<file path="config.mk">
export PLATFORM = sky130hd
export DESIGN_NAME = host_mailbox_ctrl
export DESIGN_NICKNAME = d
export VERILOG_FILES = /design/src/rtl/hmb_pkg.sv /design/src/rtl/hmb_decode.sv /design/src/rtl/hmb_link.sv /design/src/rtl/hmb_boot.sv /design/src/rtl/host_mailbox_ctrl.sv
export SDC_FILE = /design/constraint.sdc
export NUM_CORES = 1
export LEC_CHECK = 0
export ABC_AREA = 1
export BUFFER_PORTS_ARGS = -buffer_cell sky130_fd_sc_hd__buf_4
export CELL_PAD_IN_SITES_DETAIL_PLACEMENT = 2
export CELL_PAD_IN_SITES_GLOBAL_PLACEMENT = 2
export CORE_ASPECT_RATIO = 0.5
export CORE_MARGIN = 2
export CORE_UTILIZATION = 28
export DETAILED_ROUTE_END_ITERATION = 8
export PLACE_DENSITY_LB_ADDON = 0.1
export SYNTH_ARGS = -nofsm -noshare
export SYNTH_HDL_FRONTEND = slang
export SYNTH_HIERARCHICAL = 1
export SYNTH_SLANG_ARGS = --single-unit
</file>
<file path="constraint.sdc">
create_clock -name clk -period 2.2 [get_ports clk]
set_input_delay 0.33 -clock clk [delete_from_list [all_inputs] [get_ports clk]]
set_output_delay 0.33 -clock clk [all_outputs]
set_load 0.03 [all_outputs]
</file>
<file path="src/rtl/hmb_pkg.sv">
// Shared constants and types for the host mailbox block.
// The register slots sit on consecutive word offsets, starting at word 4 (byte 0x10).
package hmb_pkg;
    localparam int SLOT_BASE = 4;
    localparam int SLOT_N    = 4;
    localparam int SLOT_DATA = 0;
    localparam int SLOT_CTRL = 1;
    localparam int SLOT_INTC = 2;
    localparam int SLOT_LAST = 3;

    typedef enum logic [1:0] {
        LNK_IDLE     = 2'd0,
        LNK_TO_MOD   = 2'd1,
        LNK_FROM_MOD = 2'd2
    } lnk_state_t;
endpackage

</file>
<file path="src/rtl/hmb_decode.sv">
// Address decoder: turns the host byte address into one-hot slot hits and
// write/read selects. Assumes a single word-aligned access per strobe cycle.
module hmb_decode
    import hmb_pkg::*;
#(
    parameter int ADDR_W = 7
) (
    input  logic [ADDR_W-1:0] addr,
    input  logic              wr,
    input  logic              rd,
    output logic [SLOT_N-1:0] hit,
    output logic [SLOT_N-1:0] wsel,
    output logic [SLOT_N-1:0] rsel,
    output logic [ADDR_W-3:0] word_idx
);
    localparam int IDX_W = ADDR_W - 2;

    // extract the word offset from the byte address
    assign word_idx = addr[ADDR_W-1:2];

    genvar i;
    generate
        for (i = 0; i < SLOT_N; i++) begin : g_slot
            // compare against the word offset of this slot
            assign hit[i]  = (word_idx == IDX_W'(SLOT_BASE + i));
            assign wsel[i] = hit[i] & wr;
            assign rsel[i] = hit[i] & rd;
        end
    endgenerate
endmodule

</file>
<file path="src/rtl/hmb_link.sv">
// Word port arbiter with outbound and inbound mailbox words.
// Assumes the module holds lnk_req until its word is taken. The idle port
// gives the outbound direction priority over a module request.
module hmb_link
    import hmb_pkg::*;
#(
    parameter int DATA_W = 32
) (
    input  logic              clk,
    input  logic              rst_n,
    input  logic              wr_data,
    input  logic              rd_data,
    input  logic [DATA_W-1:0] wdata,
    output logic [DATA_W-1:0] rx_word,
    output logic              out_full,
    output logic              in_full,
    output logic              lnk_drive,
    output logic [DATA_W-1:0] lnk_wdata,
    output logic              lnk_wvalid,
    input  logic              lnk_wready,
    input  logic              lnk_req,
    input  logic [DATA_W-1:0] lnk_rdata,
    input  logic              lnk_rvalid,
    output logic              lnk_rready
);
    lnk_state_t        state;
    lnk_state_t        state_nx;
    logic [DATA_W-1:0] tx_word;

    // next direction of the shared port
    always_comb begin
        state_nx = state;
        case (state)
            LNK_IDLE: begin
                if (out_full)                  state_nx = LNK_TO_MOD;
                else if (lnk_req && !in_full)  state_nx = LNK_FROM_MOD;
            end
            LNK_TO_MOD:   if (lnk_wready)                state_nx = LNK_IDLE;
            LNK_FROM_MOD: if (lnk_rvalid || !lnk_req)    state_nx = LNK_IDLE;
            default:                                     state_nx = LNK_IDLE;
        endcase
    end

    // port direction register
    always_ff @(posedge clk) begin
        if (!rst_n) state <= LNK_IDLE;
        else        state <= state_nx;
    end

    // outbound word and its full flag
    always_ff @(posedge clk) begin
        if (!rst_n) begin
            tx_word  <= '0;
            out_full <= 1'b0;
        end else if (wr_data && !out_full) begin
            tx_word  <= wdata;
            out_full <= 1'b1;
        end else if (state == LNK_TO_MOD && lnk_wready) begin
            out_full <= 1'b0;
        end
    end

    // inbound word and its full flag
    always_ff @(posedge clk) begin
        if (!rst_n) begin
            rx_word <= '0;
            in_full <= 1'b0;
        end else if (state == LNK_FROM_MOD && lnk_rvalid) begin
            rx_word <= lnk_rdata;
            in_full <= 1'b1;
        end else if (rd_data) begin
            in_full <= 1'b0;
        end
    end

    assign lnk_drive  = (state == LNK_TO_MOD);
    assign lnk_wvalid = (state == LNK_TO_MOD) && out_full;
    assign lnk_wdata  = tx_word;
    assign lnk_rready = (state == LNK_FROM_MOD);

    a_r3_full_write_dropped: assert property (@(posedge clk) disable iff (!rst_n)
        (wr_data && out_full) |=> $stable(tx_word));
    a_r4_taken_clears_full: assert property (@(posedge clk) disable iff (!rst_n)
        (lnk_wvalid && lnk_wready) |=> !out_full);
    a_r5_one_direction: assert property (@(posedge clk) disable iff (!rst_n)
        !(lnk_wvalid && lnk_rready));
    a_r6_no_accept_when_full: assert property (@(posedge clk) disable iff (!rst_n)
        in_full |-> !lnk_rready);
    a_r6_inbound_kept: assert property (@(posedge clk) disable iff (!rst_n)
        (in_full && !rd_data) |=> $stable(rx_word));
    a_r7_outbound_first: assert property (@(posedge clk) disable iff (!rst_n)
        (state == LNK_IDLE && out_full && lnk_req) |=> lnk_drive);
endmodule

</file>
<file path="src/rtl/hmb_boot.sv">
// Boot-control and interrupt-control registers. Control bits reset to all
// ones: the module is held in reset, the flag pins are released and NMI is idle.
module hmb_boot #(
    parameter int DATA_W = 32,
    parameter int FLAG_N = 3
) (
    input  logic              clk,
    input  logic              rst_n,
    input  logic              wr_ctrl,
    input  logic              wr_intc,
    input  logic [DATA_W-1:0] wdata,
    output logic              mod_reset,
    output logic [FLAG_N-1:0] mod_flag_pull,
    output logic              mod_nmi_n,
    output logic [DATA_W-1:0] int_ctrl
);
    localparam int CTRL_W = FLAG_N + 2;
    localparam int NMI_B  = FLAG_N + 1;

    logic [CTRL_W-1:0] ctrl;

    // control bits, upper write bits ignored
    always_ff @(posedge clk) begin
        if (!rst_n)       ctrl <= '1;
        else if (wr_ctrl) ctrl <= wdata[CTRL_W-1:0];
    end

    // interrupt-control word
    always_ff @(posedge clk) begin
        if (!rst_n)       int_ctrl <= '0;
        else if (wr_intc) int_ctrl <= wdata;
    end

    assign mod_reset = ctrl[0];
    assign mod_nmi_n = ctrl[NMI_B];

    genvar i;
    generate
        for (i = 0; i < FLAG_N; i++) begin : g_flag
            // open drain: a zero bit enables the pull-down
            assign mod_flag_pull[i] = ~ctrl[i+1];
        end
    endgenerate

    a_r1_reset_holds_module: assert property (@(posedge clk) disable iff (!rst_n)
        !$past(rst_n) |-> (mod_reset && mod_nmi_n && mod_flag_pull == '0));
    a_r8_reset_bit_follows: assert property (@(posedge clk) disable iff (!rst_n)
        wr_ctrl |=> (mod_reset == $past(wdata[0])));
    a_r8_nmi_bit_follows: assert property (@(posedge clk) disable iff (!rst_n)
        wr_ctrl |=> (mod_nmi_n == $past(wdata[NMI_B])));
    a_r10_intc_stable: assert property (@(posedge clk) disable iff (!rst_n)
        !wr_intc |=> $stable(int_ctrl));
endmodule

</file>
<file path="src/rtl/host_mailbox_ctrl.sv">
// Top of the host mailbox block. Decodes host accesses, keeps the
// last-accessed word offset and muxes read data. Read data is combinational
// from the address and valid in the strobe cycle.
module host_mailbox_ctrl
    import hmb_pkg::*;
#(
    parameter int DATA_W = 32,
    parameter int ADDR_W = 7,
    parameter int FLAG_N = 3
) (
    input  logic              clk,
    input  logic              rst_n,
    input  logic [ADDR_W-1:0] host_addr,
    input  logic              host_wr,
    input  logic              host_rd,
    input  logic [DATA_W-1:0] host_wdata,
    output logic [DATA_W-1:0] host_rdata,
    output logic              lnk_drive,
    output logic [DATA_W-1:0] lnk_wdata,
    output logic              lnk_wvalid,
    input  logic              lnk_wready,
    input  logic              lnk_req,
    input  logic [DATA_W-1:0] lnk_rdata,
    input  logic              lnk_rvalid,
    output logic              lnk_rready,
    output logic              mod_reset,
    output logic [FLAG_N-1:0] mod_flag_pull,
    output logic              mod_nmi_n,
    output logic [DATA_W-1:0] int_ctrl
);
    localparam int IDX_W = ADDR_W - 2;

    logic [SLOT_N-1:0] hit, wsel, rsel;
    logic [IDX_W-1:0]  word_idx;
    logic [IDX_W-1:0]  last_idx;
    logic [DATA_W-1:0] rx_word;
    logic              out_full, in_full;

    hmb_decode #(.ADDR_W(ADDR_W)) i_decode (
        .addr(host_addr), .wr(host_wr), .rd(host_rd),
        .hit(hit), .wsel(wsel), .rsel(rsel), .word_idx(word_idx)
    );

    hmb_link #(.DATA_W(DATA_W)) i_link (
        .clk(clk), .rst_n(rst_n),
        .wr_data(wsel[SLOT_DATA]), .rd_data(rsel[SLOT_DATA]),
        .wdata(host_wdata), .rx_word(rx_word),
        .out_full(out_full), .in_full(in_full),
        .lnk_drive(lnk_drive), .lnk_wdata(lnk_wdata), .lnk_wvalid(lnk_wvalid),
        .lnk_wready(lnk_wready), .lnk_req(lnk_req), .lnk_rdata(lnk_rdata),
        .lnk_rvalid(lnk_rvalid), .lnk_rready(lnk_rready)
    );

    hmb_boot #(.DATA_W(DATA_W), .FLAG_N(FLAG_N)) i_boot (
        .clk(clk), .rst_n(rst_n),
        .wr_ctrl(wsel[SLOT_CTRL]), .wr_intc(wsel[SLOT_INTC]),
        .wdata(host_wdata),
        .mod_reset(mod_reset), .mod_flag_pull(mod_flag_pull),
        .mod_nmi_n(mod_nmi_n), .int_ctrl(int_ctrl)
    );

    // record the word offset of every accepted host access
    always_ff @(posedge clk) begin
        if (!rst_n)                  last_idx <= '0;
        else if (host_wr || host_rd) last_idx <= word_idx;
    end

    // read data mux; write-only and unused offsets return zero
    always_comb begin
        host_rdata = '0;
        if (hit[SLOT_DATA])      host_rdata = rx_word;
        else if (hit[SLOT_CTRL]) host_rdata = DATA_W'({in_full, out_full});
        else if (hit[SLOT_LAST]) host_rdata = DATA_W'(last_idx);
    end

    a_r11_last_captured: assert property (@(posedge clk) disable iff (!rst_n)
        (host_wr || host_rd) |=> (last_idx == $past(host_addr[ADDR_W-1:2])));
    a_r12_unused_write_inert: assert property (@(posedge clk) disable iff (!rst_n)
        (host_wr && hit == '0) |=> ($stable(int_ctrl) && $stable(mod_reset)
                                    && $stable(mod_nmi_n) && $stable(mod_flag_pull)));
    a_r2_write_sets_full: assert property (@(posedge clk) disable iff (!rst_n)
        (host_wr && hit[SLOT_DATA]) |=> out_full);
endmodule

</file>
==> summary.txt, run 1 <==
Run status
  – Status: complete, no violations

STA
  – Hold Slack: 0.216 ns
  – Final setup vio count: 0
  – Shortest period the worst path allows: 1.80 ns
  – Worst Skew: 0.00793 ns
  – Setup tns final: 0 ns
  – Final Hold Fails: 0
  – Final slew viol count: 0
  – Period utilization: 81.9%
  – Max_slew headroom: between 50 and 60%
  – Unrepaired setup endpoints after global routing: false
  – Fmax: 0.555 GHz
  – Worst slew pin tran: 0.721 ns

Global routing
  – Total grt overflow: 0
  – Number of global-route vias before repair: 5045
  – Largest net degree at the start of global routing: 65
  – First-pass GRT wire length: 25.0 mm
  – Initial antenna violation count: 0
  – Total GRT Usage: 16.8%

Flow run
  – MaxCap Viol Count: 0

Finish
  – Ant diodes: 0
  – Share of cells above drive strength 1: 35.3%
  – P&R area growth vs syn: 34.0%
  – Nets@finish: 918
  – # fillers: 2117
  – Final core occ: 38.3%

Setup path
  – Data required, critical path: roughly 1.9 ns
  – Critical path endpoint category: output port
  – Startpoint types: input pin
  – Critical path class: input pin to output port
  – Worst Path Max Fanout: 5
  – Arr. time, crit path: 1.47 ns

Detailed routing
  – DR vias: about 4.7k
  – Final wirelength: approximately 15 mm
  – Via density: 4.34
  – ANT nets after route: 0
  – Drt drc: 0
  – WL/cell: 14.4 µm
  – Pre-antenna DRT Iters: 5
  – DRT iter0 DRCs: approximately 110

Placement
  – I/O Buffers: 179
  – Post-detail-place hpwl: 11.3 mm
  – Gpl congestion: between 0.7 and 0.8

Clocking
  – CTS Hold Buffers Added: 0
  – CTS tree: done
  – Worst-path clk slew: 0.07 ns
  – Postcts setup bufs: 0
  – Clock Tree Buf Depth: 2
  – Num CTS Buffers: 9
  – Clk sinks: 110
  – Cts repair resizes: 0
  – Htree depth: 3
  – Clk_lat worst skew: between 0.3 and 0.4 ns
  – Root Buffer: clkbuf_16

Floorplan
  – Row count: 34
  – Core area: 0.0174 mm²
  – DIE AREA: between 0.015 and 0.02 mm²
  – Die width: 193 µm
  – DIE HEIGHT: 98.3 µm
  – Ports: 182
  – Starting density of the core: between 20 and 30%

Yosys
  – Mapped Nets: ~760
  – Synthesized area: ~0.0050 mm²
  – Avg Cell Area, Syn: 7.33 µm²
  – Synth Warn #: 6
  – Cells after synthesis: 679

Power
  – Switching share of power: 26.0%
  – Pwr dens: 633 mW/mm²
  – Internal power: 3.12 mW
  – Peak VDD IR: 328 µV
  – Clock Power Share: 37.9%
  – P_leak: 3.26 nW
  – Comb pwr share: 12.6%
  – Switch Pwr: 1.10 mW
  – Flop pwr share: 49.5%

Hold path
  – Hold crit path type: input pin to flip-flop
## per-layer routing
layer	global-route usage (%)	vias to the layer above	wire length, µm
met3	6.90	9	1140
met4	2.82	0	104
met2	29.6	92	7540
met5	0	-	0
met1	19.5	2218	6700
li1	-	2360	-
## worst paths after layout
kind              slack [ns]                from  depth (start not counted)            endpoint
setup / recovery        0.40        host_addr[3]                          9       host_rdata[1]
hold / removal          0.22       host_wdata[1]                          3      i_boot/ctrl[1]
setup reg to reg        0.72     i_link/state[1]                          5  i_link/rx_word[10]
hold reg to reg         0.46  i_link/rx_word[20]                          2  i_link/rx_word[20]
## stage by stage
stage | power [mW] | setup slack [ns] | area (µm²) | std cells
after floorplan | 2.48 | 0.621 | 4970 | 679
after global placement | 2.66 | 0.446 | 6380 | 1063
after detailed placement | 2.68 | 0.422 | 6380 | 1063
after CTS | 4.32 | 0.365 | 6670 | 1078
after global routing | 4.45 | 0.222 | 6670 | 1078
final | 4.22 | 0.399 | 6670 | 1078
## flip-flops by register name (all words and copies together) (netlist names)
signal,cells
last_idx,5
i_boot/ctrl,5
i_link/lnk_wdata,32
i_link/in_full,1
i_link/rx_word,32
i_link/state,2
i_link/out_full,1
i_boot/int_ctrl,32
## worst max-delay path, stage by stage
cell	delay, ns
buf_4	0.12
inv_1	0.08
nand3_1	0.10
nor2_1	0.30
nand2_1	0.12
nand2_1	0.09
nor2_1	0.04
nor2_1	0.11
buf_4	0.18
## power groups by stage
stage,logic (mW),registers (mW),clock network [mW]
floorplan,0.323,2.16,0
global route,0.595,2.10,1.75
global placement,0.528,2.13,0
detailed placement,0.544,2.14,0
finish,0.532,2.09,1.60
CTS,0.546,2.09,1.69
## area by class of cell
type | instances | area (µm²) | area share [%]
sequential | 110 | 2200 | 33.0
multi-input combinational | 442 | 2100 | 31.6
timing repair buffer | 191 | 1460 | 21.9
inverter | 86 | 323 | 4.84
tap | 234 | 293 | 4.39
clock buffer | 12 | 267 | 4.00
clock inverter | 3 | 18.8 | 0.282
## cell usage in the layout (no fill, tap or decap), drive strengths merged, types with 12 or more instances in the layout
| cell | n |
|---|---|
| nand2 | 165 |
| o21ai | 32 |
| a21oi | 35 |
| buf | 191 |
| dfxtp | 110 |
| clkbuf | 12 |
| nor2 | 158 |
| inv | 86 |
| nand3 | 46 |
Note: power is estimated with default switching activity, not from simulation.
==> run 2, diff against run 1 <==
- CORE_UTILIZATION: 28 -> 24
- clock period: 2.2 -> 1.59 ns (I/O delays scaled with it)
==> run 2 against run 1 <==
Clock skew down 0.0036 ns. Critical endpoint is now lnk_rready. Die area up 16%. Power up 39%. Setup slack worse by 0.31 ns. Via count up 2.1%. Final cell count up 4.7%. Core utilization down 4.6 points. First-iteration DRC count up 33%. Combinational power up 46%. Clock power up 38%. Sequential share of layout area down 1.0 points.
==> summary.txt, run 2 (synthesis results as in run 1) <==
Run status
  – Status: complete, no violations (unchanged)

Detailed routing
  – DR vias: 4779 (was 4679)
  – Pre-antenna DRT Iters: 4 (was 5)
  – DRT iter0 DRCs: 148 (was 111)
  – Met1 WL: 6.99 mm (was 6.70 mm)
  – Drt drc: 0 (unchanged)
  – Final wirelength: 16.0 mm (was 15.5 mm)
  – Via density: 4.23 (was 4.34)
  – Met2 WL: 7.95 mm (was 7.54 mm)
  – WL/cell: 14.2 µm (was 14.4 µm)
  – Highest Signal Layer: met4 (unchanged)
  – Met3 Wirelength: 977 µm (was 1.14 mm)
  – ANT nets after route: 0 (unchanged)

Clocking
  – Clk sinks: 110 (unchanged)
  – Num CTS Buffers: 9 (unchanged)
  – CTS tree: done (unchanged)
  – Clock Tree Buf Depth: 2 (unchanged)
  – Worst-path clk slew: 0.07 ns (about the same)
  – Htree depth: 3 (unchanged)
  – Root Buffer: clkbuf_16 (unchanged)
  – Clk_lat worst skew: 0.35 ns (about the same)

Setup path
  – Arr. time, crit path: 1.26 ns (was 1.47 ns)
  – Data required, critical path: 1.35 ns (was 1.87 ns)
  – Critical path endpoint category: output port (unchanged)
  – Largest delay share family, worst path: flip-flops (was simple AND/OR/NAND/NOR gates)
  – Worst Path Buf+Inv: 2 (was 3)
  – Worst Path Max Fanout: 10 (was 5)
  – Critical Path, Cell by Cell: inv_2 -> nor2_8 -> buf_4 (was buf_4 -> inv_1 -> nand3_1 -> nor2_1 -> nand2_1 -> nand2_1 -> nor2_1 -> nor2_1 -> buf_4)
  – Startpoint types: flip-flop (was input pin)
  – Slowest-stage cell, CP: dfxtp_2 (was nor2_1)
  – Critical path class: flip-flop to output port (was input pin to output port)
  – Max incr delay on CP: 0.38 ns (was 0.30 ns)

Power
  – Clock Power Share: 37.5% (was 37.9%)
  – P_leak: 3.32 nW (was 3.26 nW)
  – Pwr dens: 852 mW/mm² (was 633 mW/mm²)
  – Peak VDD IR: 465 µV (was 328 µV)
  – Switching share of power: 26.5% (was 26.0%)
  – Comb pwr share: 13.2% (was 12.6%)
  – Switch Pwr: 1.55 mW (was 1.10 mW)
  – Pwr Total: 5.87 mW (was 4.22 mW)
  – Internal power: 4.32 mW (was 3.12 mW)
  – Flop pwr share: 49.2% (was 49.5%)

STA
  – Max_slew headroom: 50.0% (was 51.9%)
  – Setup tns final: 0 ns (unchanged)
  – Unrepaired setup endpoints after global routing: true (was false)
  – Shortest period the worst path allows: 1.50 ns
  – Final slew viol count: 0 (unchanged)
  – Worst slew pin tran: 0.749 ns (was 0.721 ns)
  – Final Hold Fails: 0 (unchanged)
  – Final setup vio count: 0 (unchanged)
  – Fmax: 0.666 GHz
  – Period utilization: 94.4%
  – Worst Skew: 0.00434 ns (was 0.00793 ns)

Finish
  – Fin cells: 1129 (was 1078)
  – P&R area growth vs syn: 38.5% (was 34.0%)
  – Most common cell after layout, fill and taps aside: buf_4 (unchanged)
  – Ant diodes: 0 (unchanged)
  – Most frequent cells in the layout: buf_4, nand2_1, nor2_1 (unchanged)
  – Share of cells above drive strength 1: 37.0% (was 35.3%)
  – Nets@finish: 929 (was 918)
  – Finished Cell Area: 0.00689 mm² (was 0.00667 mm²)
  – Final core occ: 33.7% (was 38.3%)

Floorplan
  – Row count: 37 (was 34)
  – DIE AREA: 0.0220 mm² (was 0.0189 mm²)
  – Core area: 0.0204 mm² (was 0.0174 mm²)
  – Die width: 208 µm (was 193 µm)
  – Ports: 182 (unchanged)
  – Starting density of the core: 24.4% (was 28.6%)
  – DIE HEIGHT: 106 µm (was 98.3 µm)

Global routing
  – Largest net degree at the start of global routing: 41 (was 65)
  – Initial antenna violation count: 0 (unchanged)
  – Total grt overflow: 0 (unchanged)
  – Total GRT Usage: 14.7% (was 16.8%)
  – Number of global-route vias before repair: 5035 (was 5045)
  – First-pass GRT wire length: 25.7 mm (was 25.0 mm)

Placement
  – Placed insts: 1112 (was 1063)
  – Post-detail-place hpwl: 11.6 mm (was 11.3 mm)
  – Placed Area: 0.00657 mm² (was 0.00638 mm²)
  – I/O Buffers: 179 (unchanged)
  – Gpl congestion: 0.731 (was 0.743)

Hold path
  – Hold crit path type: input pin to flip-flop (unchanged)

Flow run
  – MaxCap Viol Count: 0 (unchanged)
[run 2: changes by cell type in the layout (fill, tap and decap cells not counted), sizes merged]
| cell | before | now |
|---|---|---|
| buf | 191 | 202 |
| clkbuf | 12 | 14 |
| clkinv | 3 | 1 |
| clkinvlp | 0 | 1 |
[run 2: worst reg2reg max path, stage by stage (launching register included)]
cell	delay (ns)
dfxtp_2	0.38
inv_2	0.08
nor2_8	0.23
nand2_4	0.31
nand2_1	0.19
a21oi_2	0.06
[run 2: cell type report]
cell class | count | area, µm²
clock buffers | 14 | 264
clock inverters | 2 | 16.3
fillers | 2486 | 13500
inverters | 86 | 323
multi-input cells | 442 | 2130
flip-flops and latches | 110 | 2210
well taps | 273 | 342
repair buffers | 202 | 1610
[run 2: worst paths after layout]
kind	startpoint	to	slack, ns	cells past startpoint
setup / recovery	i_link/state[1]	lnk_rready	0.09	3
hold / removal	host_wdata[3]	i_boot/ctrl[3]	0.12	3
setup reg to reg	i_link/state[1]	i_link/rx_word[30]	0.20	5
hold reg to reg	i_boot/ctrl[3]	i_boot/ctrl[3]	0.46	2
[run 2: stage by stage]
| step | worst slack [ns] | hold WS, ns |
|---|---|---|
| 2_1_floorplan | 0.194 | 0.359 |
| 3_3_place_gp | 0.0285 | 0.443 |
| 3_5_place_dp | -0.00843 | 0.448 |
| 4_1_cts | 0.00615 | 0.102 |
| 5_1_grt | -0.00171 | 0.119 |
| 6_report | 0.0894 | 0.117 |
[run 2: timing repair]
item / 4_1_cts / 5_1_grt
hold buffers: 0 / 0
setup buffers: 0 / 1
endpoints found under the setup margin: 5 / 5
resized for setup: 3 / 11
pin swaps: 0 / 3
[run 2: power groups by stage]
| stage | Combinational (mW) | Clock [mW] | Sequential [mW] |
|---|---|---|---|
| after global placement | 0.772 | 0 | 2.95 |
| after detailed placement | 0.788 | 0 | 2.95 |
| final | 0.778 | 2.20 | 2.89 |
| after floorplan | 0.447 | 0 | 2.98 |
| after CTS | 0.791 | 2.33 | 2.89 |
| after global routing | 0.869 | 2.43 | 2.90 |
[run 2: per-layer routing]
metal | vias to the layer above | global-route usage (%)
met1 | 2306 | 17.1
met2 | 80 | 26.3
met4 | 0 | 2.74
met3 | 9 | 5.21
li1 | 2384 | -
met5 | - | 0
==> run 3, diff against run 2 <==
- CORE_UTILIZATION: 24 -> 23
- CTS_CLUSTER_DIAMETER: default -> 150
- SYNTH_HIERARCHICAL: 1 -> default
==> run 3 against run 2 <==
Clock power increased by 8%. Largest cell class unchanged. Synthesized cell count decreased by 8.2%. Hold slack improved by 0.0096 ns. First-iteration DRC count decreased by 20%. Power increased by 0.30%. Wire length increased by 2.4%. Final area decreased by 5.4%. Register-to-register slack improved by 0.04 ns. Sequential power about the same.
==> summary.txt, run 3 <==
Finish
  – Ant diodes: 0 (unchanged)
  – Nets@finish: 877 (was 929)
  – Share of cells above drive strength 1: 28.6% (was 37.0%)
  – P&R area growth vs syn: 46.1% (was 38.5%)
  – Most frequent cells in the layout: buf_4, nor2_1, dfxtp_1 (was buf_4, nand2_1, nor2_1)
  – Most common cell after layout, fill and taps aside: buf_4 (unchanged)

Yosys
  – Post-synth EDFFs: 0
  – Fraction of registers with async set/reset: 0%
  – Commonest cells post-synth: nor2_1, dfxtp_1, inv_1
  – Synth Warn #: 0 (was 6)
  – Top-count cell post-synth: nor2_1
  – Post-synth top area cell: dfxtp_1
  – Sequential area share after synthesis: roughly half
  – Cells after synthesis: 623 (was 679)
  – Synthesized area: 0.00446 mm² (was 0.00497 mm²)
  – #FFs+latches synth: 110
  – Commonest register cell after synthesis: dfxtp_1
  – Netlist cell types: 21
  – Top post-synthesis cells by area: dfxtp_1, nor2_1, o21ai_0, inv_1, nand3_1
  – Avg Cell Area, Syn: 7.16 µm² (was 7.33 µm²)
  – Mapped Nets: 701 (was 757)
  – Synth top area share: between 40% and 50%

Clocking
  – Root Buffer: clkbuf_16 (unchanged)
  – Num CTS Buffers: 9 (unchanged)
  – Clk sinks: 110 (unchanged)
  – Clock Tree Buf Depth: 2 (unchanged)
  – CTS Hold Buffers Added: 0 (unchanged)
  – Htree depth: 3 (unchanged)
  – CTS tree: done (unchanged)
  – Worst-path clk slew: 0.07 ns (about the same)
  – Postcts setup bufs: 0 (unchanged)
  – Clk_lat worst skew: 0.35 ns (about the same)

Setup path
  – Arr. time, crit path: 1.23 ns (was 1.26 ns)
  – R2R cell count: 7 (was 5)
  – Startpoint types: input pin (was flip-flop)
  – RR Startpoint: i_link.state[0] (was i_link/state[1])
  – Worst Setup EP: host_rdata[0] (was lnk_rready)
  – Worst Path Max Fanout: 3 (was 10)
  – Crit. Startpoint: host_addr[5] (was i_link/state[1])
  – Data required, critical path: 1.35 ns (about the same)
  – FF-to-FF End: i_link.rx_word[9] (was i_link/rx_word[30])
  – Reg2Reg Setup Slack: 0.24 ns (was 0.20 ns)
  – Critical path endpoint category: output port (unchanged)
  – Critical path class: input pin to output port (was flip-flop to output port)

STA
  – Max_slew headroom: 80.7% (was 50.0%)
  – Final slew viol count: 0 (unchanged)
  – Final Hold Fails: 0 (unchanged)
  – Worst slew pin tran: 0.287 ns (was 0.749 ns)
  – Fmax: 0.681 GHz (was 0.666 GHz)
  – Final setup vio count: 0 (unchanged)
  – Unrepaired setup endpoints after global routing: false (was true)
  – Shortest period the worst path allows: 1.47 ns (was 1.50 ns)
  – Worst Skew: 0.00634 ns (was 0.00434 ns)
  – Hold Slack: 0.127 ns (was 0.117 ns)
  – Period utilization: 92.4% (was 94.4%)

Detailed routing
  – Pre-antenna DRT Iters: 4 (unchanged)
  – Final wirelength: 16.4 mm (was 16.0 mm)
  – Drt drc: 0 (unchanged)
  – ANT nets after route: 0 (unchanged)
  – DRT iter0 DRCs: 119 (was 148)
  – DR vias: 4636 (was 4779)
  – Via density: 4.36 (was 4.23)
  – WL/cell: 15.4 µm (was 14.2 µm)

Placement
  – Gpl congestion: 0.713 (was 0.731)
  – Post-detail-place hpwl: 12.1 mm (was 11.6 mm)
  – I/O Buffers: 179 (unchanged)

Global routing
  – Largest net degree at the start of global routing: 47 (was 41)
  – Initial antenna violation count: 0 (unchanged)
  – Total grt overflow: 0 (unchanged)
  – Total GRT Usage: 16.1% (was 14.7%)
  – Number of global-route vias before repair: 4816 (was 5035)
  – First-pass GRT wire length: 25.9 mm (was 25.7 mm)

Floorplan
  – Row count: 35 (was 37)
  – Starting density of the core: 23.9% (was 24.4%)
  – Die width: 201 µm (was 208 µm)
  – Ports: 182 (unchanged)
  – DIE AREA: 0.0206 mm² (was 0.0220 mm²)
  – Core area: 0.0187 mm² (was 0.0204 mm²)
  – DIE HEIGHT: 102 µm (was 106 µm)

Flow run
  – MaxCap Viol Count: 0 (unchanged)

Power
  – Pwr dens: 903 mW/mm² (was 852 mW/mm²)
  – Peak VDD IR: 475 µV (was 465 µV)
  – P_leak: 3.02 nW (was 3.32 nW)
  – Pwr Total: 5.89 mW (was 5.87 mW)

Hold path
  – Hold_sp: host_wdata[10] (was host_wdata[3])
  – Hold crit path type: input pin to flip-flop (unchanged)

Run status
  – Status: complete, no violations (unchanged)
-- run 3: cell count changes in the layout (fill, tap and decap cells not counted), sizes merged, moves of 3 or more --
cell   delta
nor2     -18
nor3     +32
nand2   -106
nand4     +5
a21oi     +3
o21ai    +38
inv       -7
-- run 3: worst min-delay path by stage --
stage                                endpoint  slack (ns)  cells after the start
after floorplan           i_boot.int_ctrl[26]        0.38                      2
after global placement      i_link.rx_word[4]        0.43                      2
after detailed placement    i_link.rx_word[4]        0.44                      2
after CTS                 i_boot.int_ctrl[10]        0.11                      3
after global routing      i_boot.int_ctrl[21]        0.11                      3
final                     i_boot.int_ctrl[10]        0.13                      3
-- run 3: critical path, cell delays in order --
cell and delay, ns:
buf_4 0.11, inv_2 0.06, buf_4 0.11, nand3_1 0.10, nor3_1 0.25, nand2_1 0.10, nand3_1 0.09, buf_4 0.16
-- run 3: what timing repair did --
item,in CTS,in global routing
setup endpoints to repair,0,38
resized for setup,0,3
hold endpoints to repair,0,0
-- run 3: kinds of logic (layout without fill, tap and decap cells) --
| family | count (synthesis) | count (layout) | share of synthesized area, % |
|---|---|---|---|
| AO/OA/AOI/OAI | 109 | 109 | 12.3 |
| buffers and inverters | 118 | 299 | 11.0 |
| flip-flops | 110 | 110 | 49.4 |
| AND/OR/NAND/NOR | 286 | 286 | 27.4 |
-- run 3: final cells by class --
class | instances | area [µm²]
clock inverter | 3 | 42.5
sequential | 110 | 2200
clock buffer | 13 | 260
inverter | 79 | 297
multi-input combinational | 395 | 1770
tap | 259 | 324
timing repair buffer | 204 | 1620
fill | 2214 | 12200
-- run 3: metrics by stage --
stage | area (µm²) | worst slack [ns] | std cells | setup TNS [ns] | util, %
CTS | 6520 | 0.00825 | 1063 | 0 | 34.8
floorplan | 4460 | -0.172 | 623 | -0.515 | -
detailed placement | 6210 | 0.00945 | 1047 | 0 | 33.2
global placement | 6210 | 0.0505 | 1047 | 0 | 33.2
finish | 6520 | 0.121 | 1063 | 0 | 34.9
global route | 6520 | 0.00107 | 1063 | 0 | 34.9
-- run 3: routing by layer --
| metal | vias to the layer above | wire length, µm | global-route usage [%] |
|---|---|---|---|
| met5 | - | 0 | 0 |
| met4 | 0 | 112 | 3.42 |
| met3 | 10 | 853 | 5.04 |
| met2 | 81 | 7720 | 27.6 |
| met1 | 2228 | 7720 | 20.1 |
| li1 | 2317 | - | - |
-- run 3: power breakdown --
group	total [mW]	internal, mW	switching (mW)	leakage (nW)
Clock	2.38	1.31	1.07	0.146
Sequential	2.86	2.83	0.0314	0.893
Combinational	0.647	0.275	0.372	1.99
